==> config.mk <==
export PLATFORM = sky130hd
export DESIGN_NAME = flash_mode_ctrl
export DESIGN_NICKNAME = d
export VERILOG_FILES = /design/src/rtl/flash_mode_pkg.sv /design/src/rtl/fmc_rst_sync.sv /design/src/rtl/fmc_recov_timer.sv /design/src/rtl/fmc_mode_next.sv /design/src/rtl/flash_mode_ctrl.sv
export SDC_FILE = /design/constraint.sdc
export NUM_CORES = 1
export LEC_CHECK = 0
export CORE_AREA = 2 2 69 71
export DETAILED_ROUTE_END_ITERATION = 6
export DIE_AREA = 0 0 71 73
export GPL_TIMING_DRIVEN = 0
export PLACE_DENSITY_LB_ADDON = 0.08
export SLEW_MARGIN = 20
export SYNTH_ARGS = -nofsm -noshare
export SYNTH_HDL_FRONTEND = slang
export SYNTH_SLANG_ARGS = --single-unit
==> constraint.sdc <==
create_clock -name clk -period 1.7 [get_ports clk]
set_clock_uncertainty 0.15 [all_clocks]
set_input_delay 0.34 -clock clk [delete_from_list [all_inputs] [get_ports clk]]
set_output_delay 0.34 -clock clk [all_outputs]
set_load 0.05 [all_outputs]
==> src/rtl/flash_mode_pkg.sv <==
package flash_mode_pkg;
  typedef enum logic [2:0] {
    FM_READ  = 3'd0,
    FM_PROG  = 3'd1,
    FM_BULK  = 3'd2,
    FM_SECT  = 3'd3,
    FM_FAULT = 3'd4,
    FM_RECOV = 3'd5
  } fmode_e;

  localparam logic [1:0] CMD_RESET = 2'b01;
endpackage

==> src/rtl/fmc_rst_sync.sv <==
module fmc_rst_sync #(
  parameter int STAGES = 2
) (
  input  logic clk,
  input  logic arst_n,
  output logic srst_n
);
  logic [STAGES-1:0] shreg;

  always_ff @(posedge clk or negedge arst_n) begin
    if (!arst_n) shreg <= '0;
    else         shreg <= {shreg[STAGES-2:0], 1'b1};
  end

  assign srst_n = shreg[STAGES-1];
endmodule

==> src/rtl/fmc_recov_timer.sv <==
module fmc_recov_timer #(
  parameter int unsigned CYCLES = 3125
) (
  input  logic clk,
  input  logic rst_n,
  input  logic load,
  input  logic run,
  output logic expired
);
  localparam int W = (CYCLES < 2) ? 1 : $clog2(CYCLES);
  localparam logic [W-1:0] RELOAD = W'(CYCLES - 1);

  logic [W-1:0] cnt_q, cnt_d;
  logic         cnt_en;

  assign expired = (cnt_q == '0);
  assign cnt_en  = load | (run & ~expired);

  always_comb begin
    if (load) cnt_d = RELOAD;
    else      cnt_d = cnt_q - 1'b1;
  end

  always_ff @(posedge clk or negedge rst_n) begin
    if (!rst_n)      cnt_q <= '0;
    else if (cnt_en) cnt_q <= cnt_d;
  end
endmodule

==> src/rtl/fmc_mode_next.sv <==
module fmc_mode_next
  import flash_mode_pkg::*;
(
  input  fmode_e cur,
  input  logic   sw_rst,
  input  logic   hw_rst,
  input  logic   start_prog,
  input  logic   start_bulk,
  input  logic   start_sect,
  input  logic   op_done,
  input  logic   err,
  input  logic   expired,
  output fmode_e nxt,
  output logic   tmr_load
);
  logic active;

  assign active = (cur == FM_PROG) || (cur == FM_BULK) ||
                  (cur == FM_SECT) || (cur == FM_RECOV);

  always_comb begin
    nxt      = cur;
    tmr_load = 1'b0;
    if (hw_rst) begin
      if (active) begin
        nxt      = FM_RECOV;
        tmr_load = 1'b1;
      end else begin
        nxt = FM_READ;
      end
    end else begin
      unique case (cur)
        FM_READ: begin
          if (sw_rst)          nxt = FM_READ;
          else if (start_prog) nxt = FM_PROG;
          else if (start_bulk) nxt = FM_BULK;
          else if (start_sect) nxt = FM_SECT;
        end
        FM_PROG, FM_BULK: begin
          if (err)          nxt = FM_FAULT;
          else if (op_done) nxt = FM_READ;
        end
        FM_SECT: begin
          if (sw_rst) begin
            nxt      = FM_RECOV;
            tmr_load = 1'b1;
          end else if (err) begin
            nxt = FM_FAULT;
          end else if (op_done) begin
            nxt = FM_READ;
          end
        end
        FM_FAULT: begin
          if (sw_rst) begin
            nxt      = FM_RECOV;
            tmr_load = 1'b1;
          end
        end
        FM_RECOV: begin
          if (expired) nxt = FM_READ;
        end
        default: nxt = FM_READ;
      endcase
    end
  end
endmodule

==> src/rtl/flash_mode_ctrl.sv <==
module flash_mode_ctrl
  import flash_mode_pkg::*;
#(
  parameter int unsigned CLK_PERIOD_PS = 8000,
  parameter int unsigned RECOV_NS      = 25000
) (
  input  logic       clk,
  input  logic       rst_n,
  input  logic       cmd_valid_i,
  input  logic [1:0] cmd_code_i,
  input  logic       hw_rst_i,
  input  logic       start_prog_i,
  input  logic       start_bulk_i,
  input  logic       start_sect_i,
  input  logic       op_done_i,
  input  logic       err_i,
  output logic [2:0] mode_o,
  output logic       busy_o,
  output logic       ready_o
);
  localparam int unsigned RECOV_CYCLES_RAW = (RECOV_NS * 1000) / CLK_PERIOD_PS;
  localparam int unsigned RECOV_CYCLES = (RECOV_CYCLES_RAW == 0) ? 1 : RECOV_CYCLES_RAW;

  logic   rst_core_n;
  fmode_e mode_q, mode_d;
  logic   mode_en;
  logic   sw_rst, tmr_load, tmr_expired;

  fmc_rst_sync #(.STAGES(2)) u_rst_sync (
    .clk    (clk),
    .arst_n (rst_n),
    .srst_n (rst_core_n)
  );

  assign sw_rst = cmd_valid_i && (cmd_code_i == CMD_RESET);

  fmc_mode_next u_next (
    .cur        (mode_q),
    .sw_rst     (sw_rst),
    .hw_rst     (hw_rst_i),
    .start_prog (start_prog_i),
    .start_bulk (start_bulk_i),
    .start_sect (start_sect_i),
    .op_done    (op_done_i),
    .err        (err_i),
    .expired    (tmr_expired),
    .nxt        (mode_d),
    .tmr_load   (tmr_load)
  );

  fmc_recov_timer #(.CYCLES(RECOV_CYCLES)) u_timer (
    .clk     (clk),
    .rst_n   (rst_core_n),
    .load    (tmr_load),
    .run     (mode_q == FM_RECOV),
    .expired (tmr_expired)
  );

  assign mode_en = (mode_d != mode_q);

  always_ff @(posedge clk or negedge rst_core_n) begin
    if (!rst_core_n)  mode_q <= FM_READ;
    else if (mode_en) mode_q <= mode_d;
  end

  assign mode_o  = mode_q;
  assign ready_o = (mode_q == FM_READ);
  assign busy_o  = (mode_q == FM_PROG) || (mode_q == FM_BULK) ||
                   (mode_q == FM_SECT) || (mode_q == FM_RECOV);
endmodule

* Word-level counts from Yosys, hierarchy flattened
Index checks and enable logic that the tools add are counted.
** Operators by class
- Add/sub/neg operators :: 1
- Shift-type cells :: 0
- Muxes and demuxes :: 17
- Reduce and logical (&&, ||, !) cells :: 8
- Div/mod/pow operators :: 0
- $mul :: 0
- Order comparisons :: 0
- Bitwise logic cells :: 3
- Eq/ne operators :: 7
** Operators by type and width (count)
- $mux W3 :: 11
- $pmux W3 S5 :: 1
- $logic_not A12 Y1 :: 1
- $mux W12 :: 1
- $sub A12 B1 Y12 const B :: 1
- $eq A3 B2 Y1 const B :: 2
- $eq A3 B3 Y1 const B :: 2
- $mux W1 :: 4
- $reduce_or A2 Y1 :: 2
- $eq A3 B1 Y1 const B :: 1
- $logic_not A3 Y1 :: 1
- $logic_or A1 B1 Y1 :: 3
- $ne A3 B3 Y1 :: 1
- $eq A2 B1 Y1 const B :: 1
- $and A1 B1 Y1 :: 1
- $logic_and A1 B1 Y1 :: 1
- $not A1 Y1 :: 1
- $or A1 B1 Y1 :: 1
** Word-level totals
- Bits of input ports :: 11
- Register bits :: 17
- Memory bits (writable) :: 0
- Latch bits :: 0
- Output and inout bits :: 5
- Word-level logic and storage cells :: 39
- Memories :: 0
- Memory bits (read-only) :: 0

* Depth between registers and ports, before layout
Gate-level depths: netlist of run 1.
- Depth after elaboration :: 7
- Mapped depth :: 6

* Hierarchy
From an unflattened synthesis of run 1, not the netlist that was laid out.
** Second synthesis, totals
- Cells, all modules :: 123
- Area total of the unflattened synthesis :: 1069.8 µm²
** By module, submodules not included
- fmc_recov_timer :: instances 1, cells each 73, sequential area each 300.3 µm², area an instance 691.9 µm²
- fmc_mode_next :: instances 1, cells each 34, sequential area each 0.0 µm², area an instance 209.0 µm²
- flash_mode_ctrl :: instances 1, cells each 13, sequential area each 75.1 µm², area an instance 115.1 µm²
- fmc_rst_sync :: instances 1, cells each 3, sequential area each 50.0 µm², area an instance 53.8 µm²

* Worst setup path after synthesis of run 1
OpenSTA, ideal clock, no wires.
- Path kind :: flip-flop to flip-flop
- Start :: register mode_q[0], in the netlist mode_o[0]
- End :: register mode_q[0], in the netlist mode_o[0]
- Cell stages (with the launch flop) :: 5
- Slack :: -0.881 ns
- Path buffers :: 1
- Required time :: 1.470 ns
- Data arrival time :: 2.352 ns
- Period minus slack after synthesis :: 2.581 ns
- Library setup time :: 0.080 ns
- Cells stage by stage :: dfrtp_1 clkbuf_1 nor3_1 a311oi_1 a21oi_1
** On the way
- Elaborated cells on any way between the ends :: 23
- Those cells by class :: 6 x eq/ne; 12 x mux; 5 x reduce/logical
** RTL lines
- start: declaration :: RTL line flash_mode_ctrl.sv:25 : fmode_e mode_q, mode_d;
- start signal: assignment :: RTL line flash_mode_ctrl.sv:63 : else if (mode_en) mode_q <= mode_d;
- $logic_not A3 Y1 *
- via ready_o :: RTL line flash_mode_ctrl.sv:19 : output logic ready_o
- $pmux W3 S5 * :: RTL line fmc_mode_next.sv:32 : unique case (cur)
- $mux W3 * :: RTL line fmc_mode_next.sv:24 : if (hw_rst) begin
- $ne A3 B3 Y1 :: RTL line flash_mode_ctrl.sv:59 : assign mode_en = (mode_d != mode_q);
The timed path passes the listed nets; every way through them passes the cells marked *.
A chain may end at the register's enable or synchronous reset.

* Final worst setup path of run 1
- Start :: register u_timer.cnt_q[2]
- End :: register u_timer.cnt_q[5]
** On the way
- Cells in the longest elaborated chain, start to end :: 4
- Elaborated cells on any way between the ends :: 6
- Those cells by class :: 1 x add/sub; 1 x mux; 3 x bitwise; 1 x reduce/logical
** RTL lines
- start: declaration :: RTL line fmc_recov_timer.sv:13 : logic [W-1:0] cnt_q, cnt_d;
- start signal: assignment :: RTL line fmc_recov_timer.sv:26 : else if (cnt_en) cnt_q <= cnt_d;
- branches (longest 4 deep; another with $sub A12 B1 Y12)
Parallel ways; which one is timed is not known.

==> metrics.md, run 1 <==
| Metric | Value |
|---|---|
| Run status | `finished with violations` |
| Failing checks | `setup timing` |
| Yosys Warn Count | `0` |
| IO Count | `16` |
| Antenna Nets Post-Route | `0` |
| Number of port buffers | `15` |
| Fmax | `500 MHz` |
| Sequential area share after synthesis | `between 30% and 40%` |
| Final hold violation count | `0` |
| Starting Density | `23.6%` |
| Routed len/inst | `13.9 µm` |
| Clk_lat worst skew | `approximately 250 ps` |
| Initial antenna violation count | `0` |
| First-pass GRT wire length | `4980 µm` |
| Nets | `179` |
| Ys flop type | `dfrtp_1` |
| TritonRoute pass-1 iters | `4` |
| Largest cells by area after synthesis | `dfrtp_1, a21oi_1, nor3_1, nand3b_1, nor2_1` |
| Post-Syn Instances | `roughly 110` |
| EDFF count, synth | `0` |
| Clock net sink count | `17` |
| CTS tree | `built` |
| CTS Hold Buffers Added | `0` |
| Hpwl dp | `1880 µm` |
| Synth top area share | `39.7%` |
| Slew HR | `56.4%` |
| Vias | `1,059` |
| Max Cap Viol | `0` |
| CP Max Fanout | `2` |
| Clock tree root buffer cell | `clkbuf_8` |
| Total die area | `approximately 5200 µm²` |
| Post-placement worst setup slack | `-494 ps` |
| Worst setup margin | `-302 ps` |
| Largest net degree at the start of global routing | `16` |
| DRT Wirelength | `slightly above 3000 µm` |
| Power density over cell area | `1370 nW/µm²` |
| Total CTS buffers | `3` |
| Gpl congestion | `0.767` |
| Longest Clk Path Bufs | `2` |
| Die H | `73 µm` |
| Core Area | `4540 µm²` |
| Arrival @ worst endpoint | `1990 ps` |
| Via density | `4.84` |
| Asr flop ratio synth | `100%` |
| Final global-route overflow total | `0` |
| Final setup violating endpoints | `14` |
| Synth cell types | `44` |
| Finished Cell Area | `1860 µm²` |
| Type of the worst setup path | `register to register` |
| CP endpoint kind | `register` |
| CP Launch Type | `register` |
| Cell Area, Placed | `roughly 1400 µm²` |
| CTS H-Tree Depth | `1` |
| Clk slew on worst S/H paths | `70 ps` |
| Width of the die | `71 µm` |
| Hold Crit Class | `primary input to async pin` |
| Tmin final | `about 2000 ps` |
| DRC violations left | `0` |
| P&R area growth vs syn | `73.7%` |
| Leakage | `between 0.7 and 0.8 nW` |
| Mapped Area | `approximately 1100 µm²` |
| Share of layout cells above drive strength 1 | `49.1%` |
| GR Util All Layers | `12.3%` |
| Seq cells post-synth | `17` |
| Max Slew Vio Count | `0` |
| Final cell count without fillers | `219` |
| Power Total | `2.54 mW` |
| Placed cell count | `180` |
| Mapped Nets | `about 120` |
| Worst Path Required | `1690 ps` |
| Least-Margin Pin Slew | `654 ps` |
| Largest area contributor in the netlist | `dfrtp_1` |
| Vias in the first global route | `1,015` |
| Diode count | `0` |
| Maximum vdd drop | `roughly 740 µV` |
| Crit share post-route | `118%` |
| Cell Rows | `25` |
| RSZ-0062 raised after global routing | `yes` |
| Avg Cell Area, Syn | `a little under 10 µm²` |
| Initial DRC count | `60` |
## cell families (layout without fill, tap and decap cells)
kind of cell | count (synthesis) | count (layout) | synth area share (%)
AOI/OAI and AO/OA | 33 | 33 | 23.4
xor gates and xnor gates | 2 | 2 | 1.64
adders and majority gates | 2 | 2 | 2.34
buffers and inverters | 9 | 63 | 4.21
DFF | 17 | 17 | 39.7
other | 1 | 1 | 0.350
and+or+nand+nor | 47 | 47 | 28.4
## state kept, by name, indices dropped and copies added, names as in the netlist
| signal | cells |
|---|---|
| u_rst_sync.shreg | 2 |
| mode_o | 3 |
| u_timer.cnt_q | 12 |
## synthesized netlist by cell type, types with 2 or more instances
cell type,instances
dfrtp_1,17
a21oi_1,10
nor2_1,10
nor3_1,8
inv_1,5
nand3b_1,5
nand2_1,4
o21ai_0,4
a211o_1,3
a211oi_1,2
and3_1,2
and3b_1,2
clkbuf_1,2
ha_1,2
o21a_1,2
o41ai_1,2
or3_2,2
or3b_1,2
xnor2_1,2
## placed cells by master (no fill, tap or decap), types with 5 or more instances in the layout
cell	instances
clkdlybuf4s50_1	9
a21oi_1	6
nand3b_1	5
buf_4	26
dfrtp_2	6
nor2_1	8
nor3_1	6
buf_6	12
dfrtp_1	11
## power breakdown
| group | leakage, nW | switching (mW) | internal [mW] |
|---|---|---|---|
| Sequential | 0.193 | 0.0890 | 0.493 |
| Clock | 0.0228 | 0.147 | 0.166 |
| Combinational | 0.493 | 0.830 | 0.818 |
## per-layer routing
metal | part of all wire [%] | vias up | GRT usage, %
met5 | 0 | - | 0
li1 | - | 526 | -
met2 | 51 | 16 | 20.2
met3 | 3.3 | 2 | 2.07
met1 | 45 | 515 | 16.3
met4 | 0.62 | 0 | 4.40
## per-stage QoR
step	hold WS, ps	TNS (ps)	utilization [%]
after global routing	82.5	-3020	41.0
final	89.3	-2010	41.0
after CTS	83.7	-2650	36.6
after floorplan	-106	-2720	-
after detailed placement	164	-6870	29.8
after global placement	154	-6890	29.8
## worst paths after layout
check,start,to,slack (ps),cells past startpoint
min reg2reg,u_rst_sync.shreg[1],u_timer.cnt_q[11],120,0
max reg2reg,u_timer.cnt_q[2],u_timer.cnt_q[5],-300,4
min,rst_n,u_rst_sync.shreg[1],90,1
min in group clk,u_rst_sync.shreg[0],u_rst_sync.shreg[1],210,0
max in group asynchronous,u_rst_sync.shreg[1],u_timer.cnt_q[2],820,0
max,u_timer.cnt_q[2],u_timer.cnt_q[5],-300,4
## critical path, stage by stage, from the launching register on
cell and delay [ps]:
dfrtp_2 410, or4_4 570, buf_6 140, or3_4 330, a211o_1 290
## repair_timing
| action | CTS | global route |
|---|---|---|
| endpoints found under the hold margin | 0 | 0 |
| gates resized for setup | 42 | 25 |
| gates cloned | 1 | 0 |
| pin swaps | 11 | 7 |
| buffers inserted | 21 | 16 |
| endpoints found under the setup margin | 19 | 17 |
## area by class of cell
cell class                 instances  area [µm²]
tap                               54        67.6
inverter                           5        18.8
timing repair buffer              50         445
multi-input combinational         85         785
fill                             446        2680
sequential                        17         433
buffer                             4        66.3
clock buffer                       4        45.0
Power figures use the tool's default switching activity.
==> run 2, diff against run 1 <==
--- a/config.mk
+++ b/config.mk
@@ -8,6 +8,7 @@
 export CORE_AREA = 2 2 69 71
 export DETAILED_ROUTE_END_ITERATION = 6
 export DIE_AREA = 0 0 71 73
+export DONT_BUFFER_PORTS = 1
 export GPL_TIMING_DRIVEN = 0
 export PLACE_DENSITY_LB_ADDON = 0.08
 export SLEW_MARGIN = 20
==> run 2 against run 1 <==
Compared with the run above: total power grew 2.3%; first-iteration DRC count shrank 33%; the flow still finishes with violations (setup timing); critical path type unchanged; non-clock buffer count shrank 20; clock-buffer cell count shrank 1; highest routed layer unchanged.
==> metrics.md, run 2 (synthesized netlist as in run 1, its figures left out) <==
| Metric | Value |
|---|---|
| Run status | `finished with violations` |
| Failing checks | `setup timing` |
| Initial antenna violation count | `0 (unchanged)` |
| Routed len/inst | `15.3 µm (+10%)` |
| IO Count | `16 (unchanged)` |
| CP endpoint kind | `register` |
| Least-Margin Pin Slew | `652 ps (-1.39 ps)` |
| Share of layout cells above drive strength 1 | `51.0% (+1.9 points)` |
| Vias | `1,009 (-4.7%)` |
| Core Area | `4540 µm² (unchanged)` |
| Width of the die | `71 µm (unchanged)` |
| Switching share of power | `41.7% (-0.24 points)` |
| First-pass GRT wire length | `5050 µm (+1.4%)` |
| CP Max Fanout | `4 (+2)` |
| Most common library cell in the layout ignoring fill and taps | `buf_4` |
| Via density | `5.07 (+4.9%)` |
| Leakage | `0.620 nW (-13%)` |
| Total die area | `5180 µm² (unchanged)` |
| Max Cap Viol | `0 (unchanged)` |
| TritonRoute pass-1 iters | `2 (-2)` |
| Logic pwr share | `61.9% (-2.9 points)` |
| RSZ-0062 raised after global routing | `yes` |
| Number of port buffers | `0 (-15)` |
| DRT Wirelength | `3050 µm (unchanged)` |
| Critical Path End | `u_timer.cnt_q[11]` |
| Gpl congestion | `0.736 (-4.0%)` |
| CP startpoint | `mode_o[1]` |
| Worst setup margin | `-351 ps (-49.3 ps)` |
| Die H | `73 µm (unchanged)` |
| Slew HR | `56.5% (+0.093 points)` |
| Cell Rows | `25 (unchanged)` |
| Clock share of power | `12.2% (about the same)` |
| Nets | `159 (-11%)` |
| Tmin final | `2050 ps (+49.3 ps)` |
| Hold WS | `123 ps (+34.2 ps)` |
| DRC violations left | `0 (unchanged)` |
| Fmax | `488 MHz (-2.4%)` |
| CP Launch Type | `register` |
| Total CTS buffers | `3 (unchanged)` |
| Antenna Nets Post-Route | `0 (unchanged)` |
| Type of the worst setup path | `register to register` |
| Power density over cell area | `1570 nW/µm² (+15%)` |
| Vias in the first global route | `1,064 (+4.8%)` |
| Crit share post-route | `121% (+2.9 points)` |
| Final hold violation count | `0 (unchanged)` |
| Largest net degree at the start of global routing | `16 (unchanged)` |
| Max reg flops | `12 (unchanged)` |
| Hold Crit Class | `register to async pin` |
| Max Slew Vio Count | `0 (unchanged)` |
| Clk_lat worst skew | `260 ps (about the same)` |
| Worst reg-to-reg path cell count | `5 (+1)` |
| Starting Density | `23.6% (unchanged)` |
| Hpwl dp | `1930 µm (+2.5%)` |
| Reg with most FFs | `u_timer.cnt_q` |
| Final global-route overflow total | `0 (unchanged)` |
| Final setup violating endpoints | `16 (+2)` |
| P&R area growth vs syn | `54.8%` |
| Sequential Power Share | `25.9% (+3.0 points)` |
| RR Endpoint | `u_timer.cnt_q[11]` |
| R2R Path Start | `mode_o[1]` |
| CTS H-Tree Depth | `1 (unchanged)` |
| CTS tree | `built` |
| Worst Path Required | `1690 ps (about the same)` |
| Longest Clk Path Bufs | `2 (unchanged)` |
| Reg2Reg Setup Slack | `-350 ps (-50 ps)` |
| Psw | `1.08 mW (+1.7%)` |
| GR Util All Layers | `12.3% (about the same)` |
| Diode count | `0 (unchanged)` |
| Internal | `1.52 mW (+2.7%)` |
| Arrival @ worst endpoint | `2040 ps (+50 ps)` |
| Power Total | `2.60 mW (+2.3%)` |
| Maximum vdd drop | `649 µV (-12%)` |
| Most frequent cells in the layout | `buf_4, dfrtp_1, buf_6` |
| Clock tree root buffer cell | `clkbuf_8` |
| Clk slew on worst S/H paths | `80 ps (about the same)` |
| Initial DRC count | `40 (-33%)` |
| Clock net sink count | `17 (unchanged)` |
[run 2: cell types whose count changed in the layout (fill, tap and decap cells not counted), moves of 3 or more]
| cell | delta |
|---|---|
| clkdlybuf4s50_1 | -9 |
| buf_4 | -8 |
| buf_6 | -3 |
| dlygate4sd2_1 | -3 |
[run 2: worst min path at each step]
stage	startpoint	end	slack, ps	depth (start not counted)
after floorplan	rst_n	u_rst_sync.shreg[0]	-110	0
after global placement	rst_n	u_rst_sync.shreg[1]	-110	0
after detailed placement	rst_n	u_rst_sync.shreg[1]	-110	0
after CTS	rst_n	u_rst_sync.shreg[1]	150	1
after global routing	rst_n	u_rst_sync.shreg[1]	150	1
final	u_rst_sync.shreg[1]	u_timer.cnt_q[7]	120	0
[run 2: repair_timing]
item | 4_1_cts | 5_1_grt
pin swaps | 13 | 9
gates resized for setup | 29 | 12
endpoints found under the setup margin | 16 | 16
gates cloned | 1 | 0
endpoints found under the hold margin | 3 | 0
hold buffers | 2 | 0
buffers inserted | 22 | 5
[run 2: cell type report]
| cell class | instances | area [µm²] |
|---|---|---|
| flip-flops and latches | 17 | 432 |
| multi-input cells | 85 | 754 |
| clock buffers | 3 | 41.3 |
| repair buffers | 30 | 285 |
| inverters | 5 | 18.8 |
| fillers | 445 | 2880 |
| well taps | 54 | 67.6 |
| plain buffers | 4 | 53.8 |
| clock inverters | 1 | 5.00 |
[run 2: layer usage]
layer  global-route usage (%)  wire, µm
met1                     15.0      1350
met2                     22.5      1580
met3                     1.93        96
met4                     3.14        27
met5                        0         0
[run 2: stage by stage]
step | util [%] | setup TNS, ps | setup WS [ps] | area, µm² | std cells
finish | 36.6 | -3790 | -351 | 1660 | 199
global placement | 26.5 | -5850 | -536 | 1200 | 165
floorplan | - | -2720 | -263 | 1140 | 111
global route | 36.6 | -4800 | -427 | 1660 | 199
CTS | 34.6 | -4180 | -384 | 1570 | 194
detailed placement | 26.5 | -6120 | -563 | 1200 | 165
[run 2: power by group through the flow]
| stage | Combinational (mW) | Clock [mW] | Sequential, mW |
|---|---|---|---|
| 6_report | 1.61 | 0.317 | 0.674 |
| 5_1_grt | 1.72 | 0.346 | 0.690 |
| 4_1_cts | 1.39 | 0.329 | 0.682 |
| 3_5_place_dp | 0.797 | 0 | 0.713 |
| 3_3_place_gp | 0.792 | 0 | 0.711 |
| 2_1_floorplan | 0.653 | 0 | 0.680 |
[run 2: worst max-delay path: stages, from the launching register on]
cell	delay, ps
dfrtp_2	530
nand3b_1	260
buf_4	180
a2111oi_4	370
a21oi_1	100
or3b_1	350
==> run 3, diff against run 2 <==
--- a/config.mk
+++ b/config.mk
@@ -14,4 +14,5 @@
 export SLEW_MARGIN = 20
 export SYNTH_ARGS = -nofsm -noshare
 export SYNTH_HDL_FRONTEND = slang
+export SYNTH_HIERARCHICAL = 1
 export SYNTH_SLANG_ARGS = --single-unit
==> run 3 against run 2 <==
Compared with the run above: synthesized area shrank 0.12%; sequential share of layout area grew 2.2 points; worst hold slack worse by 110 ps; cell area shrank 6.5%; fmax decreased by 0.13%; setup slack got worse by 2.6 ps; clock-buffer cell count unchanged; the run still ends with setup timing left; cell count down 2.0%; first-iteration DRC count is 7.5% higher; global-route usage down 1.2 points.
==> metrics.md, run 3 <==
| Metric | Value |
|---|---|
| Final cell count without fillers | `195 (-2.0%)` |
| Hold Crit Class | `primary input to register` |
| Share of layout cells above drive strength 1 | `46.8% (-4.2 points)` |
| Type of the worst setup path | `register to register` |
| Total die area | `5180 µm² (unchanged)` |
| GR Util All Layers | `11.1% (-1.2 points)` |
| Asr flop ratio synth | `100% (unchanged)` |
| Gpl congestion | `0.741 (+0.75%)` |
| Placed cell count | `177 (+7.3%)` |
| Clk_lat worst skew | `250 ps (about the same)` |
| Diode count | `0 (unchanged)` |
| Post-Syn Instances | `123 (+11%)` |
| Largest cells by area after synthesis | `dfrtp_1, a21oi_1, nor2_1, nor2b_1, nor4_1` |
| Starting Density | `23.6% (-0.028 points)` |
| Synth top area share | `39.8% (+0.046 points)` |
| Yosys Warn Count | `6 (+6)` |
| Most common library cell in the layout ignoring fill and taps | `buf_4` |
| Commonest cells in the netlist | `dfrtp_1, nor2_1, a21oi_1` |
| Vias | `947 (-6.1%)` |
| Final global-route overflow total | `0 (unchanged)` |
| CP Launch Type | `register` |
| Slew HR | `55.6% (-0.86 points)` |
| Initial antenna violation count | `0 (unchanged)` |
| Failing checks | `setup timing` |
| Most frequent cells in the layout | `buf_4, dfrtp_1, nor2_1` |
| TritonRoute pass-1 iters | `4 (+2)` |
| Leakage | `0.583 nW (-5.8%)` |
| RSZ-0062 raised after global routing | `yes` |
| Maximum vdd drop | `348 µV (-46%)` |
| Number of port buffers | `0 (unchanged)` |
| Ys flop type | `dfrtp_1` |
| Mapped Area | `1070 µm² (-0.12%)` |
| Initial DRC count | `43 (+7.5%)` |
| P&R area growth vs syn | `44.9%` |
| Avg Cell Area, Syn | `8.70 µm² (-9.9%)` |
| DRT Wirelength | `2830 µm (-7.3%)` |
| Max Cap Viol | `0 (unchanged)` |
| Run status | `finished with violations` |
| Clock tree root buffer cell | `clkbuf_8` |
| Worst Path Required | `1740 ps (+50 ps)` |
| CP Max Fanout | `8 (+4)` |
| Via density | `4.86 (-4.2%)` |
| Cell Area, Placed | `1200 µm² (-0.62%)` |
| Least-Margin Pin Slew | `665 ps (+12.9 ps)` |
| Routed len/inst | `14.5 µm (-5.4%)` |
| Fillers | `451 (+1.3%)` |
| Cell Rows | `25 (unchanged)` |
| Max reg flops | `12 (unchanged)` |
| Setup tns final | `-3730 ps (+62.0 ps)` |
| Fmax | `487 MHz (-0.13%)` |
| Count leader, synth | `dfrtp_1` |
| Tmin final | `2050 ps (+2.61 ps)` |
| Vias in the first global route | `911 (-14%)` |
| Largest net degree at the start of global routing | `16 (unchanged)` |
| Sequential area share after synthesis | `39.8% (+0.046 points)` |
| Max Slew Vio Count | `0 (unchanged)` |
| EDFF count, synth | `0 (unchanged)` |
| Longest Clk Path Bufs | `2 (unchanged)` |
| Crit share post-route | `121% (+0.15 points)` |
| Core Area | `4540 µm² (unchanged)` |
| Antenna Nets Post-Route | `0 (unchanged)` |
| Arrival @ worst endpoint | `2090 ps (+50 ps)` |
| CP endpoint kind | `register` |
| Width of the die | `71 µm (unchanged)` |
| Finished Cell Area | `1550 µm² (-6.5%)` |
| Final hold violation count | `0 (unchanged)` |
| Largest area contributor in the netlist | `dfrtp_1` |
| Power Total | `2.13 mW (-18%)` |
| Power density over cell area | `1380 nW/µm² (-12%)` |
| Seq cells post-synth | `17 (unchanged)` |
| Total CTS buffers | `3 (unchanged)` |
| Die H | `73 µm (unchanged)` |
| First-pass GRT wire length | `4550 µm (-9.8%)` |
| Synth cell types | `38 (-14%)` |
| Hpwl dp | `1840 µm (-4.5%)` |
| DRC violations left | `0 (unchanged)` |
| Clk slew on worst S/H paths | `70 ps (about the same)` |
| Post-placement worst setup slack | `-633 ps (-70.5 ps)` |
| Mapped Nets | `136 (+9.7%)` |
| Final setup violating endpoints | `16 (unchanged)` |
| Worst reg-to-reg path cell count | `7 (+2)` |
| Nets | `155 (-2.5%)` |
| CTS H-Tree Depth | `1 (unchanged)` |
| Reg2Reg Setup Slack | `-350 ps (about the same)` |
| Reg with most FFs | `u_timer/cnt_q` |
| CTS tree | `built` |
| Clock net sink count | `17 (unchanged)` |
| Worst setup margin | `-354 ps (-2.61 ps)` |
| IO Count | `16 (unchanged)` |
| Hold Path Depth | `1` |
[run 3: repair_timing]
action                     CTS  global route
hold endpoints to repair     2             0
hold buffers                 1             0
resized for setup           12            32
setup endpoints to repair   17            17
pin swaps                    9            11
buffers inserted             9             7
[run 3: stage by stage]
step                util (%)  hold WS (ps)
global placement        26.4          -106
detailed placement      26.4          -106
floorplan                  -          -106
finish                  34.2          17.3
CTS                     30.1          22.9
global route            34.2          13.7
[run 3: cells by family after synthesis]
logic type	after synthesis	synth area share, %
compound gates	31	19.3
fa+ha+maj	2	2.34
simple gates	53	27.6
flops	17	39.8
buf+inv	15	6.31
mux	4	4.33
other cells	1	0.351
[run 3: layer usage]
metal / part of all wire (%) / vias to the layer above / global-route usage (%) / wire length [µm]
met5: 0 / - / 0 / 0
met4: 0.74 / 0 / 3.77 / 21
met1: 47 / 453 / 15.2 / 1320
met2: 50 / 12 / 17.3 / 1410
met3: 2.5 / 2 / 2.35 / 70
li1: - / 480 / - / -
[run 3: where the power goes]
group / switching [mW] / internal [mW] / total, mW
registers: 0.252 / 0.508 / 0.760
logic: 0.545 / 0.517 / 1.06
clock network: 0.148 / 0.163 / 0.311
[run 3: worst max-delay path, stage by stage (launching register included)]
cell and delay [ps]:
dfrtp_4 590, nand2_4 80, nor2_4 120, buf_4 140, nand2_4 80, or3_4 370
or3_1 340, a21oi_2 120
[run 3: final timing paths]
path | from | end
setup / recovery | mode_o[0] | u_timer/cnt_q[8]
hold / removal | hw_rst_i | mode_o[2]
setup reg to reg | mode_o[0] | u_timer/cnt_q[8]
hold reg to reg | u_rst_sync/shreg[1] | u_timer/cnt_q[10]
max in group asynchronous | u_rst_sync/shreg[1] | mode_o[1]
min in group asynchronous | u_rst_sync/shreg[1] | u_timer/cnt_q[10]
[run 3: final cells by class]
class                   instances  area (µm²)  share of cell area [%]
plain buffers                   5        45.0                    2.91
clock buffers                   3        41.3                    2.66
inverters                       7        26.3                    1.69
flip-flops and latches         17         438                    28.2
clock inverters                 1        5.00                   0.323
repair buffers                 17         150                    9.69
multi-input cells              91         777                    50.1
well taps                      54        67.6                    4.36
